$ cat config.mk
export PLATFORM = sky130hd
export DESIGN_NAME = split_iso_seq
export DESIGN_NICKNAME = d
export VERILOG_FILES = /design/src/rtl/split_iso_seq.sv
export SDC_FILE = /design/constraint.sdc
export NUM_CORES = 1
export LEC_CHECK = 0
export ABC_AREA = 0
export BUFFER_PORTS_ARGS = -buffer_cell sky130_fd_sc_hd__buf_2
export CAP_MARGIN = 25
export CELL_PAD_IN_SITES_DETAIL_PLACEMENT = 2
export CELL_PAD_IN_SITES_GLOBAL_PLACEMENT = 2
export CORE_ASPECT_RATIO = 0.5
export CORE_MARGIN = 1.5
export CORE_UTILIZATION = 31
export DETAILED_ROUTE_END_ITERATION = 6
export PLACE_DENSITY_LB_ADDON = 0.1
export SETUP_SLACK_MARGIN = 0.2
export SLEW_MARGIN = 20
export SYNTH_ARGS = -nofsm -noshare
export SYNTH_HDL_FRONTEND = slang
export SYNTH_SLANG_ARGS = --single-unit
$ cat constraint.sdc
create_clock -name clk -period 1.7 [get_ports clk]
set_input_delay 0.34 -clock clk [delete_from_list [all_inputs] [get_ports clk]]
set_output_delay 0.34 -clock clk [all_outputs]
set_load 0.02 [all_outputs]
$ cat src/rtl/split_iso_seq.sv
module split_iso_seq #(
  parameter int UF = 8,
  parameter int UW = $clog2(UF)
) (
  input  logic          clk,
  input  logic          rst_n,
  input  logic          frame_start,
  input  logic [UF-1:0] ld_smask,
  input  logic [UF-1:0] ld_cmask,
  input  logic          ld_cs,
  input  logic          ld_active,
  input  logic          ld_link_ok,
  input  logic          uframe_tick,
  input  logic [UW-1:0] uframe_idx,
  input  logic          rsp_valid,
  input  logic [1:0]    rsp_code,
  output logic          req_ss,
  output logic          req_cs,
  output logic          ctx_prev,
  output logic          wb_prev,
  output logic          wb_cur,
  output logic          cur_cs,
  output logic          cur_active,
  output logic          prev_active
);
  localparam logic [1:0] RSP_MDATA = 2'd1;
  localparam logic [1:0] RSP_DATA0 = 2'd2;

  logic [UF-1:0] c_sm, c_cm;
  logic          c_link, c_started, pending;

  wire s_hit    = c_sm[uframe_idx];
  wire c_hit    = c_cm[uframe_idx];
  wire go       = uframe_tick && !pending && !frame_start;
  wire do_ss    = go && cur_active && s_hit && !cur_cs;
  wire cs_slot  = go && c_hit && cur_cs;
  wire own_cs   = cs_slot && c_started && cur_active;
  wire wrap_ok  = !s_hit && c_link && prev_active;
  wire wrap_cs  = cs_slot && !c_started && wrap_ok;
  wire handover = cs_slot && !c_started && !wrap_ok;
  wire got      = pending && rsp_valid && !frame_start;
  wire is_d0    = rsp_code == RSP_DATA0;
  wire is_md    = rsp_code == RSP_MDATA;

  always_ff @(posedge clk) begin
    if (!rst_n) begin
      req_ss <= 1'b0; req_cs <= 1'b0; ctx_prev <= 1'b0;
      wb_prev <= 1'b0; wb_cur <= 1'b0;
      cur_cs <= 1'b0; cur_active <= 1'b0; prev_active <= 1'b0;
      c_sm <= '0; c_cm <= '0; c_link <= 1'b0; c_started <= 1'b0;
      pending <= 1'b0;
    end else begin
      req_ss  <= do_ss;
      req_cs  <= own_cs || wrap_cs;
      wb_prev <= got && ctx_prev && (is_d0 || is_md);
      wb_cur  <= got && (ctx_prev ? is_d0 : (is_d0 || is_md));
      if (frame_start) begin
        prev_active <= cur_active;
        c_sm        <= ld_smask;
        c_cm        <= ld_cmask;
        cur_cs      <= ld_cs;
        cur_active  <= ld_active;
        c_link      <= ld_link_ok;
        c_started   <= 1'b0;
        pending     <= 1'b0;
        ctx_prev    <= 1'b0;
      end else if (got) begin
        pending  <= 1'b0;
        ctx_prev <= 1'b0;
        if (is_d0) begin
          if (ctx_prev) prev_active <= 1'b0;
          else          cur_active  <= 1'b0;
          cur_cs <= 1'b0;
        end
      end else begin
        if (do_ss) begin
          cur_cs    <= 1'b1;
          c_started <= 1'b1;
        end
        if (own_cs || wrap_cs) begin
          pending  <= 1'b1;
          ctx_prev <= wrap_cs;
        end
        if (handover) cur_cs <= 1'b0;
      end
    end
  end

  assert_req_exclusive_R4: assert property (@(posedge clk) disable iff (!rst_n)
    !(req_ss && req_cs));

  assert_ss_enters_cs_R2: assert property (@(posedge clk) disable iff (!rst_n)
    req_ss |-> cur_cs && !ctx_prev);

  assert_wrap_needs_prev_R5: assert property (@(posedge clk) disable iff (!rst_n)
    $rose(ctx_prev) |-> prev_active && req_cs);

  assert_wb_prev_targets_prev_R7: assert property (@(posedge clk) disable iff (!rst_n)
    wb_prev |-> $past(ctx_prev) && !ctx_prev);

  assert_retire_writes_back_R6: assert property (@(posedge clk) disable iff (!rst_n)
    ($fell(prev_active) && !$past(frame_start)) |-> (wb_prev && wb_cur && !cur_cs));

  assert_cur_retire_writes_back_R8: assert property (@(posedge clk) disable iff (!rst_n)
    ($fell(cur_active) && !$past(frame_start)) |-> (wb_cur && !wb_prev));
endmodule

==> metrics, run 1 <==
Crit. End Element flop; most numerous cell in the Yosys netlist dfxtp_1; gr ovfl total 0; crit path max fanout 6; FMAX 681 MHz; clock-pin slew on the worst setup and hold paths 0.09 ns; Slew @ Worst Pin just under 0.4 ns; Async S/R FF share, synth 0%; worst vdd ir 0.000305 V; Worst setup SP type input pin; Post CTS Setup Buffer Count 0; switch share approximately a quarter; vias per std cell between 4 and 5; Slew Limit Fails 0; Starting DRT DRC Count 13; slowest stage delay, CP 0.35 ns; I/O Pins 37; Initial Util 33.0%; Mean Syn Cell Area 10.2 um2; CTS Buf Count 3; # hold bufs at CTS 0; drt drc 0; final setup vio count 0; TritonCTS clock tree done; Max Cap Violations 0; Synth cell types 33; first-pass iteration count of the detailed router 3; root buffer cell clkbuf_8; first-pass GRT wire length 5.62 mm; internal cell power about 0.94 mW; Pleak 0.727 nW; final hold viol count 0; layout cells sized above 1 between 40% and 50%; sequential fraction of the synthesis area 41.1%; Synth Cell Area ~1300 um2; slowest CP cell mux2_4; synth cell count leaders dfxtp_1, nor2b_1, mux2i_1; initial antenna violation count 0; vias ~1100; Clk pwr share 29.1%; kind of critical path input pin to flop; top cell type's share of synthesized area ~41%; Clock Tree Buf Depth 2; reported net switching power 0.318 mW; Tmin final 1.47 ns; clock skew just under 0.003 ns; WL final 3.36 mm; top sig layer met4; placer congestion estimate 0.774; Arr. time, crit path 1.63 ns; Final nets just under 200; largest net degree at the start of global routing 25; # diodes 0; status finished, final reports clean; final core utilization 42.9%; H-tree levels 1; P&R area growth vs syn 30.1%; die area 4670 um2; Core ar. around 4000 um2; pwr dens 734 nW/um2; Skew-Pair Late Insertion Delay approximately 0.27 ns; Gate Count Post-Synth 129; die width around 95 um; period utilisation layout 86.3%; number of I/O port buffers 36; number of synthesized flops with an enable pin 0; Die H 49.1 um; Clock Sinks 27; critical path, cell by cell buf_2, mux2_4, o22ai_4, nor3_2, a221o_1, nor3b_2; register bit total from synthesis 27; WL/cell between 15 and 20 um; Seq pwr share 54.3%; FP Rows 16; DRT antenna net count 0; Gate power share 16.6%; Crit path max-delay family compound AO/OA/AOI/OAI gates; DRT met1 WL 1.60 mm; number of global-route vias before repair 1109; Rel. slew slack 74.3%; Post-synth top flop dfxtp_1; cell taking the most area after synthesis dfxtp_1; Critical Path RT 1.86 ns; Yosys warning total 0; RSZ-0062 raised after global routing yes; met2 wire length 1.61 mm; detailed placement HPWL 2.45 mm; buffer and inverter count on the worst path 1; Hold Slack 0.323 ns; Syn Nets between 150 and 200; top post-synthesis cells by area dfxtp_1, mux2i_1, nor2b_1, a2111oi_2, mux2_1; DR WL met3 approximately 130 um; worst hold path type input pin to flop; All-Layer GR Usage 15.8%
repair_timing:
action,4_1_cts,5_1_grt
pin swaps,7,4
gates resized for setup,9,13
endpoints found under the setup margin,1,3
cell type report:
| cell class | instances | area, um2 |
|---|---|---|
| fillers | 460 | 2270 |
| multi-input cells | 92 | 822 |
| well taps | 54 | 67.6 |
| inverters | 3 | 11.3 |
| clock buffers | 4 | 45.0 |
| repair buffers | 40 | 216 |
| flip-flops and latches | 27 | 548 |
stage by stage:
| step | area (um2) | cells | power [mW] | worst slack [ns] | TNS, ns |
|---|---|---|---|---|---|
| after detailed placement | 1590 | 216 | 0.887 | -0.0598 | -0.0803 |
| after global routing | 1710 | 220 | 1.32 | 0.189 | 0 |
| after CTS | 1670 | 220 | 1.27 | 0.204 | 0 |
| final | 1710 | 220 | 1.26 | 0.232 | 0 |
| after global placement | 1590 | 216 | 0.881 | -0.0678 | -0.0929 |
| after floorplan | 1360 | 129 | 0.822 | 0.178 | 0 |
sequential cells by signal (all words and copies together), names as in the netlist:
signal / count
c_cm: 8
c_sm: 8
c_link: 1
c_started: 1
ctx_prev: 1
cur_active: 1
cur_cs: 1
pending: 1
prev_active: 1
req_cs: 1
req_ss: 1
wb_cur: 1
wb_prev: 1
worst reg2reg max path: stages (launching register included):
cell     delay, ns
dfxtp_1       0.32
mux2_4        0.29
o22ai_4       0.19
nor3_2        0.07
a221o_1       0.32
nor3b_2       0.15
logic make-up after synthesis:
family | synth area share, %
AND/OR/NAND/NOR | 24.1
buffers and inverters | 4.19
adder cells (fa/ha/maj) | 0.951
multiplexers | 18.3
flip-flops | 41.1
AO/OA/AOI/OAI | 11.4
placed cells by master, fill, tap and decap left out, types with 2 or more instances in the layout:
cell / netlist / routed
inv_1: 3 / 3
nand3_1: 2 / 2
a21oi_1: 3 / 3
nor2b_4: 0 / 3
buf_2: 2 / 35
mux2i_1: 18 / 18
a2111oi_4: 0 / 2
nor2b_1: 21 / 18
nor2_1: 3 / 3
nand2_1: 7 / 7
and2_1: 4 / 4
dfxtp_1: 27 / 21
nand2b_1: 3 / 3
mux2_4: 1 / 4
dfxtp_2: 0 / 6
buf_4: 0 / 4
o21ai_0: 5 / 5
nor3b_2: 2 / 4
clkbuf_8: 0 / 3
final timing paths:
path,slack [ns],depth (start not counted),to,from
setup / recovery,0.23,6,cur_cs,uframe_idx[0]
hold / removal,0.32,3,c_sm[2],ld_smask[2]
setup reg to reg,0.25,5,cur_cs,c_sm[2]
hold reg to reg,0.53,2,c_sm[0],c_sm[0]
power groups by stage:
| stage | Clock [mW] | Combinational [mW] | Sequential (mW) |
|---|---|---|---|
| floorplan | 0 | 0.129 | 0.692 |
| global placement | 0 | 0.187 | 0.693 |
| detailed placement | 0 | 0.193 | 0.694 |
| CTS | 0.388 | 0.205 | 0.680 |
| global route | 0.408 | 0.230 | 0.685 |
| finish | 0.365 | 0.208 | 0.681 |
layer usage:
layer | track usage, % | vias up
li1 | - | 523
met1 | 19.9 | 522
met2 | 27.0 | 20
met3 | 4.67 | 5
met4 | 2.24 | 0
met5 | 0 | -
No activity file was read; power rests on OpenSTA's default activity.
==> run 2: changes to the inputs <==
--- a/config.mk
+++ b/config.mk
@@ -15,6 +15,7 @@
 export CORE_UTILIZATION = 31
 export DETAILED_ROUTE_END_ITERATION = 6
 export PLACE_DENSITY_LB_ADDON = 0.1
+export RECOVER_POWER = 100
 export SETUP_SLACK_MARGIN = 0.2
 export SLEW_MARGIN = 20
 export SYNTH_ARGS = -nofsm -noshare
==> run 2 against run 1 <==
  * First-iteration DRC count rose by 31%
  * Sequential share of layout area rose by 0.45 points
  * Largest power group unchanged
  * Core utilization fell by 0.69 points
  * Critical endpoint is now ctx_prev
==> metrics, run 2 (synthesized netlist as in run 1, its figures left out) <==
status finished, final reports clean; kind of critical path input pin to flop; root buffer cell clkbuf_8; hold path cells 3 (unchanged); Hold Slack 0.323 ns (+0.000127 ns); FP Rows 16 (unchanged); final setup vio count 0 (unchanged); Clk pwr share 29.2% (about the same); Skew-Pair Late Insertion Delay 0.27 ns (about the same); Initial Util 33.0% (unchanged); clock skew 0.00207 ns (-0.000825 ns); Setup WS post-layout 0.223 ns (-0.00933 ns); slowest stage delay, CP 0.35 ns (about the same); Cell Count, Final, Fillers Out 220 (unchanged); Slew Limit Fails 0 (unchanged); Gate power share 16.4% (-0.2 points); worst r2r path cells 5 (unchanged); Rel. slew slack 75.9% (+1.7 points); slowest CP cell mux2_4; Die H 49.1 um (unchanged); number of I/O port buffers 36 (unchanged); R2R Setup Slk 0.24 ns (about the same); Slew @ Worst Pin 0.359 ns (-0.0275 ns); CTS Buf Count 3 (unchanged); Post-Place Setup Slack -0.0598 ns (unchanged); crit path max fanout 6 (unchanged); number of global-route vias before repair 1109 (unchanged); period utilisation layout 86.9% (+0.55 points); worst vdd ir 0.000305 V (about the same); layout cells sized above 1 34.9% (-7.2 points); leading cell type in the layout, fill and taps excluded buf_2; RR Endpoint ctx_prev; Pleak 0.684 nW (-6.0%); DRT antenna net count 0 (unchanged); Critical Path RT 1.88 ns (+0.02 ns); first-pass GRT wire length 5.62 mm (unchanged); detailed placement HPWL 2.45 mm (unchanged); drt drc 0 (unchanged); gr ovfl total 0 (unchanged); die width 95.1 um (unchanged); CP startpoint uframe_idx[0]; Core ar. 3980 um2 (unchanged); highest-count cells in the layout ignoring fill and taps buf_2, dfxtp_1, mux2i_1, nor2b_1, clkbuf_1; TritonCTS clock tree done; buffer and inverter count on the worst path 1 (unchanged); placer congestion estimate 0.774 (unchanged); pwr dens 745 nW/um2 (+1.5%); largest net degree at the start of global routing 25 (unchanged); hold_sp ld_smask[2]; H-tree levels 1 (unchanged); Seq pwr share 54.3% (about the same); Sequential cell area 547 um2 (-0.23%); vias 1079 (+0.84%); Max Cap Violations 0 (unchanged); initial antenna violation count 0 (unchanged); # diodes 0 (unchanged); reported net switching power 0.317 mW (-0.10%); P&R area growth vs syn 28.0%; Starting DRT DRC Count 17 (+4); Worst setup SP type input pin; biggest regs c_cm x8, c_sm x8; multi-input combinational cell area 811 um2 (-1.4%); Crit path max-delay family compound AO/OA/AOI/OAI gates; RSZ-0062 raised after global routing yes; WL final 3.36 mm (about the same); WL/cell 15.3 um (about the same); clock-pin slew on the worst setup and hold paths 0.09 ns (about the same); All-Layer GR Usage 15.8% (unchanged); I/O Pins 37 (unchanged); switch share 25.3% (about the same); FMAX 677 MHz (-0.63%); internal cell power 0.936 mW (-0.17%); critical path, cell by cell buf_2, mux2_4, o22ai_4, o311a_1, a21oi_2, a2111oi_2; Clock Sinks 27 (unchanged); Arr. time, crit path 1.66 ns (+0.03 ns); Fillers 455 (-1.1%); Clock Tree Buf Depth 2 (unchanged); final hold viol count 0 (unchanged); Tmin final 1.48 ns (+0.00933 ns); DP Cell Count 216 (unchanged); Hold EP c_sm[2]; first-pass iteration count of the detailed router 4 (+1); Final nets 197 (unchanged); worst hold path type input pin to flop; RR Startpoint c_sm[2]; vias per std cell 4.90 (+0.84%); Crit. End Element flop; die area 4670 um2 (unchanged)
run 2: worst register-to-register path, delay by kind of cell (launching register included):
kind | cells | cell delay, ns
AOI/OAI and AO/OA | 4 | 0.75
DFF | 1 | 0.32
muxes | 1 | 0.29
run 2: layer usage:
metal  wire [um]  GRT usage, %
met4          17          2.24
met2        1610          27.0
met5           0             0
met3         147          4.67
met1        1580          19.9
run 2: timing repair:
| item | 4_1_cts | 5_1_grt |
|---|---|---|
| hold buffers | 0 | 0 |
| buffers inserted | 0 | 0 |
| setup endpoints to repair | 1 | 3 |
| pin swaps | 7 | 4 |
| gates resized for setup | 9 | 13 |
run 2: layout make-up:
class	instances	area share, %
timing repair buffer	40	12.0
tap	54	4.01
multi-input combinational	92	48.2
clock buffer	4	2.68
sequential	27	32.5
inverter	3	0.669
run 2: power groups by stage:
stage               logic [mW]  registers, mW  clock network, mW
global placement         0.187          0.693                  0
floorplan                0.129          0.692                  0
CTS                      0.205          0.680              0.388
finish                   0.206          0.681              0.366
global route             0.227          0.685              0.408
detailed placement       0.193          0.694                  0
run 2: how the worst max path moves through the flow:
stage	end	slack (ns)	cells past startpoint
floorplan	cur_cs	0.18	6
global placement	ctx_prev	-0.07	6
detailed placement	ctx_prev	-0.06	6
CTS	ctx_prev	0.20	5
global route	pending	0.14	5
finish	ctx_prev	0.22	6
run 2: per-stage QoR:
| step | instance area (um2) | setup TNS (ns) | power, mW | util (%) |
|---|---|---|---|---|
| 2_1_floorplan | 1360 | 0 | 0.822 | - |
| 3_3_place_gp | 1590 | -0.0929 | 0.881 | 39.9 |
| 3_5_place_dp | 1590 | -0.0803 | 0.887 | 39.9 |
| 4_1_cts | 1670 | 0 | 1.27 | 41.9 |
| 5_1_grt | 1680 | 0 | 1.32 | 42.2 |
| 6_report | 1680 | 0 | 1.25 | 42.2 |
==> run 3: changes to the inputs <==
--- a/config.mk
+++ b/config.mk
@@ -6,17 +6,19 @@
 export NUM_CORES = 1
 export LEC_CHECK = 0
 export ABC_AREA = 0
-export BUFFER_PORTS_ARGS = -buffer_cell sky130_fd_sc_hd__buf_2
 export CAP_MARGIN = 25
 export CELL_PAD_IN_SITES_DETAIL_PLACEMENT = 2
 export CELL_PAD_IN_SITES_GLOBAL_PLACEMENT = 2
 export CORE_ASPECT_RATIO = 0.5
 export CORE_MARGIN = 1.5
-export CORE_UTILIZATION = 31
+export CORE_UTILIZATION = 37
 export DETAILED_ROUTE_END_ITERATION = 6
+export DONT_BUFFER_PORTS = 1
+export MAX_ROUTING_LAYER = met4
 export PLACE_DENSITY_LB_ADDON = 0.1
 export RECOVER_POWER = 100
 export SETUP_SLACK_MARGIN = 0.2
+export SKIP_LAST_GASP = 1
 export SLEW_MARGIN = 20
 export SYNTH_ARGS = -nofsm -noshare
 export SYNTH_HDL_FRONTEND = slang
==> run 3 against run 2 <==
  * First-iteration DRC count shrank 18%
  * Maximum frequency shrank 2.0%
  * Global-route usage grew 2.9 points
  * Worst hold slack lost 0.14 ns
  * Combinational power shrank 40%
  * Sequential cell count is the same
  * Register-to-register slack lost 0.05 ns
  * Sequential power grew 0.7%
  * Final cell count shrank 18%
  * Worst setup slack lost 0.030 ns
  * Sequential share of layout area grew 4.2 points
  * Critical path type is now flop to flop
  * Largest cell class unchanged
  * Largest power group unchanged
==> metrics, run 3 (synthesized netlist as in run 1, its figures left out) <==
worst vdd ir 0.000274 V (-10%); vias 925 (-14%); P&R area growth vs syn 11.9%; crit path max fanout 5 (-1); clock skew 0.00676 ns (+0.00469 ns); worst hold path type input pin to flop; slowest stage delay, CP 0.33 ns (-0.02 ns); period utilisation layout 88.6% (+1.8 points); final hold viol count 0 (unchanged); die width 87.3 um (-8.2%); first-pass GRT wire length 5.24 mm (-6.6%); Final nets 160 (-19%); DRT antenna net count 0 (unchanged); Skew-Pair Late Insertion Delay 0.27 ns (about the same); detailed placement HPWL 2.22 mm (-9.5%); gr ovfl total 0 (unchanged); layout cells sized above 1 17.8% (-17 points); Tmin final 1.51 ns (+0.0302 ns); top sig layer met4; Rel. slew slack 72.3% (-3.6 points); slowest CP cell dfxtp_1; reported net switching power 0.274 mW (-14%); R2R Setup Slk 0.19 ns (-0.05 ns); kind of critical path flop to flop; I/O Pins 37 (unchanged); leading cell type in the layout, fill and taps excluded dfxtp_1; Clock Tree Buf Depth 2 (unchanged); switch share 23.3% (-2.0 points); internal cell power 0.902 mW (-3.6%); first-pass iteration count of the detailed router 4 (unchanged); Starting DRT DRC Count 14 (-3); Core ar. 3420 um2 (-14%); final setup vio count 0 (unchanged); largest net degree at the start of global routing 26 (+4.0%); CTS Buf Count 3 (unchanged); Die H 45.2 um (-8.0%); number of global-route vias before repair 1000 (-9.8%); Hold Slack 0.187 ns (-0.136 ns); Post-Place Setup Slack 0.0895 ns (+0.149 ns); placer congestion estimate 0.659 (-15%); Worst setup SP type flop; Fillers 377 (-17%); Arr. time, crit path 1.68 ns (+0.02 ns); Pleak 0.559 nW (-18%); Setup WS post-layout 0.193 ns (-0.0302 ns); Gate power share 10.4% (-6.0 points); Crit. End Element flop; Seq pwr share 58.3% (+4.0 points); H-tree levels 1 (unchanged); FP Rows 15 (-1); FMAX 664 MHz (-2.0%); pwr dens 799 nW/um2 (+7.3%); WL/cell 17.1 um (+12%); DRT met1 WL 1.49 mm (-5.9%); Initial Util 38.5% (+5.5 points); vias per std cell 5.14 (+4.8%); biggest regs c_cm x8, c_sm x8; drt drc 0 (unchanged); # hold bufs at CTS 0 (unchanged); root buffer cell clkbuf_8; die area 3940 um2 (-15%); Slew @ Worst Pin 0.415 ns (+0.0562 ns); Max Cap Violations 0 (unchanged); RSZ-0062 raised after global routing yes; final core utilization 43.1% (+0.83 points); Slew Limit Fails 0 (unchanged); # diodes 0 (unchanged); clock-pin slew on the worst setup and hold paths 0.10 ns (about the same); Clk pwr share 31.3% (+2.1 points); highest-count cells in the layout ignoring fill and taps dfxtp_1, nor2b_1, mux2i_1; critical path, cell by cell mux2_2, o211ai_1, nor4_4, nor2b_1, a2111oi_4; setup TNS 0 ns (unchanged); TritonCTS clock tree done; number of I/O port buffers 0 (-100%); status finished, final reports clean; Clock Sinks 27 (unchanged); DR WL met3 176 um (+20%); met2 wire length 1.40 mm (-13%); WL final 3.07 mm (-8.5%); Critical Path RT 1.88 ns (about the same); initial antenna violation count 0 (unchanged); All-Layer GR Usage 18.6% (+2.9 points)
run 3: cell count changes in the layout (fill, tap and decap cells not counted), moves of 2 or more:
| cell | previous run | this run |
|---|---|---|
| buf_2 | 26 | 0 |
| nor3b_2 | 4 | 2 |
| nor2b_4 | 3 | 0 |
| clkbuf_1 | 11 | 0 |
| dfxtp_1 | 22 | 27 |
| nor2b_1 | 18 | 20 |
| dfxtp_2 | 5 | 0 |
run 3: final timing paths:
path                               from    endpoint  cells after the start
worst max-delay path            c_cm[3]    ctx_prev                      5
worst min-delay path              rst_n  cur_active                      1
worst max register to register  c_cm[3]    ctx_prev                      5
worst min register to register  c_sm[0]     c_sm[0]                      2
run 3: layout make-up:
cell class              instances  area (um2)  area share (%)
clock buffers                   3        41.3            2.81
clock inverters                 1        5.00           0.340
inverters                       3        11.3           0.765
multi-input cells              92         787            53.5
flip-flops and latches         27         541            36.7
well taps                      51        63.8            4.34
repair buffers                  3        22.5            1.53
run 3: repair_timing:
item / CTS / global route
pin swaps: 7 / 3
buffers inserted: 3 / 0
endpoints found under the setup margin: 3 / 3
resized for setup: 10 / 6
run 3: critical path: cells and delay by family (launching register included):
kind	cells	cell delay, ns
AOI/OAI and AO/OA	2	0.54
and+or+nand+nor	2	0.27
muxes	1	0.27
DFF	1	0.33
run 3: per-layer routing:
layer | GRT usage, % | up-vias
met3 | 6.58 | 2
met2 | 29.8 | 25
li1 | - | 446
met1 | 23.8 | 452
met4 | 1.90 | 0
met5 | - | -
run 3: metrics by stage:
step	std cells	area (um2)	total power, mW
floorplan	129	1360	0.822
global placement	173	1370	0.810
detailed placement	173	1370	0.815
CTS	180	1470	1.20
global route	180	1470	1.24
finish	180	1470	1.18
run 3: power by group through the flow:
stage	clock network (mW)	logic (mW)	registers [mW]
floorplan	0	0.129	0.692
global placement	0	0.109	0.700
detailed placement	0	0.114	0.701
CTS	0.387	0.123	0.686
global route	0.411	0.138	0.689
finish	0.368	0.123	0.686
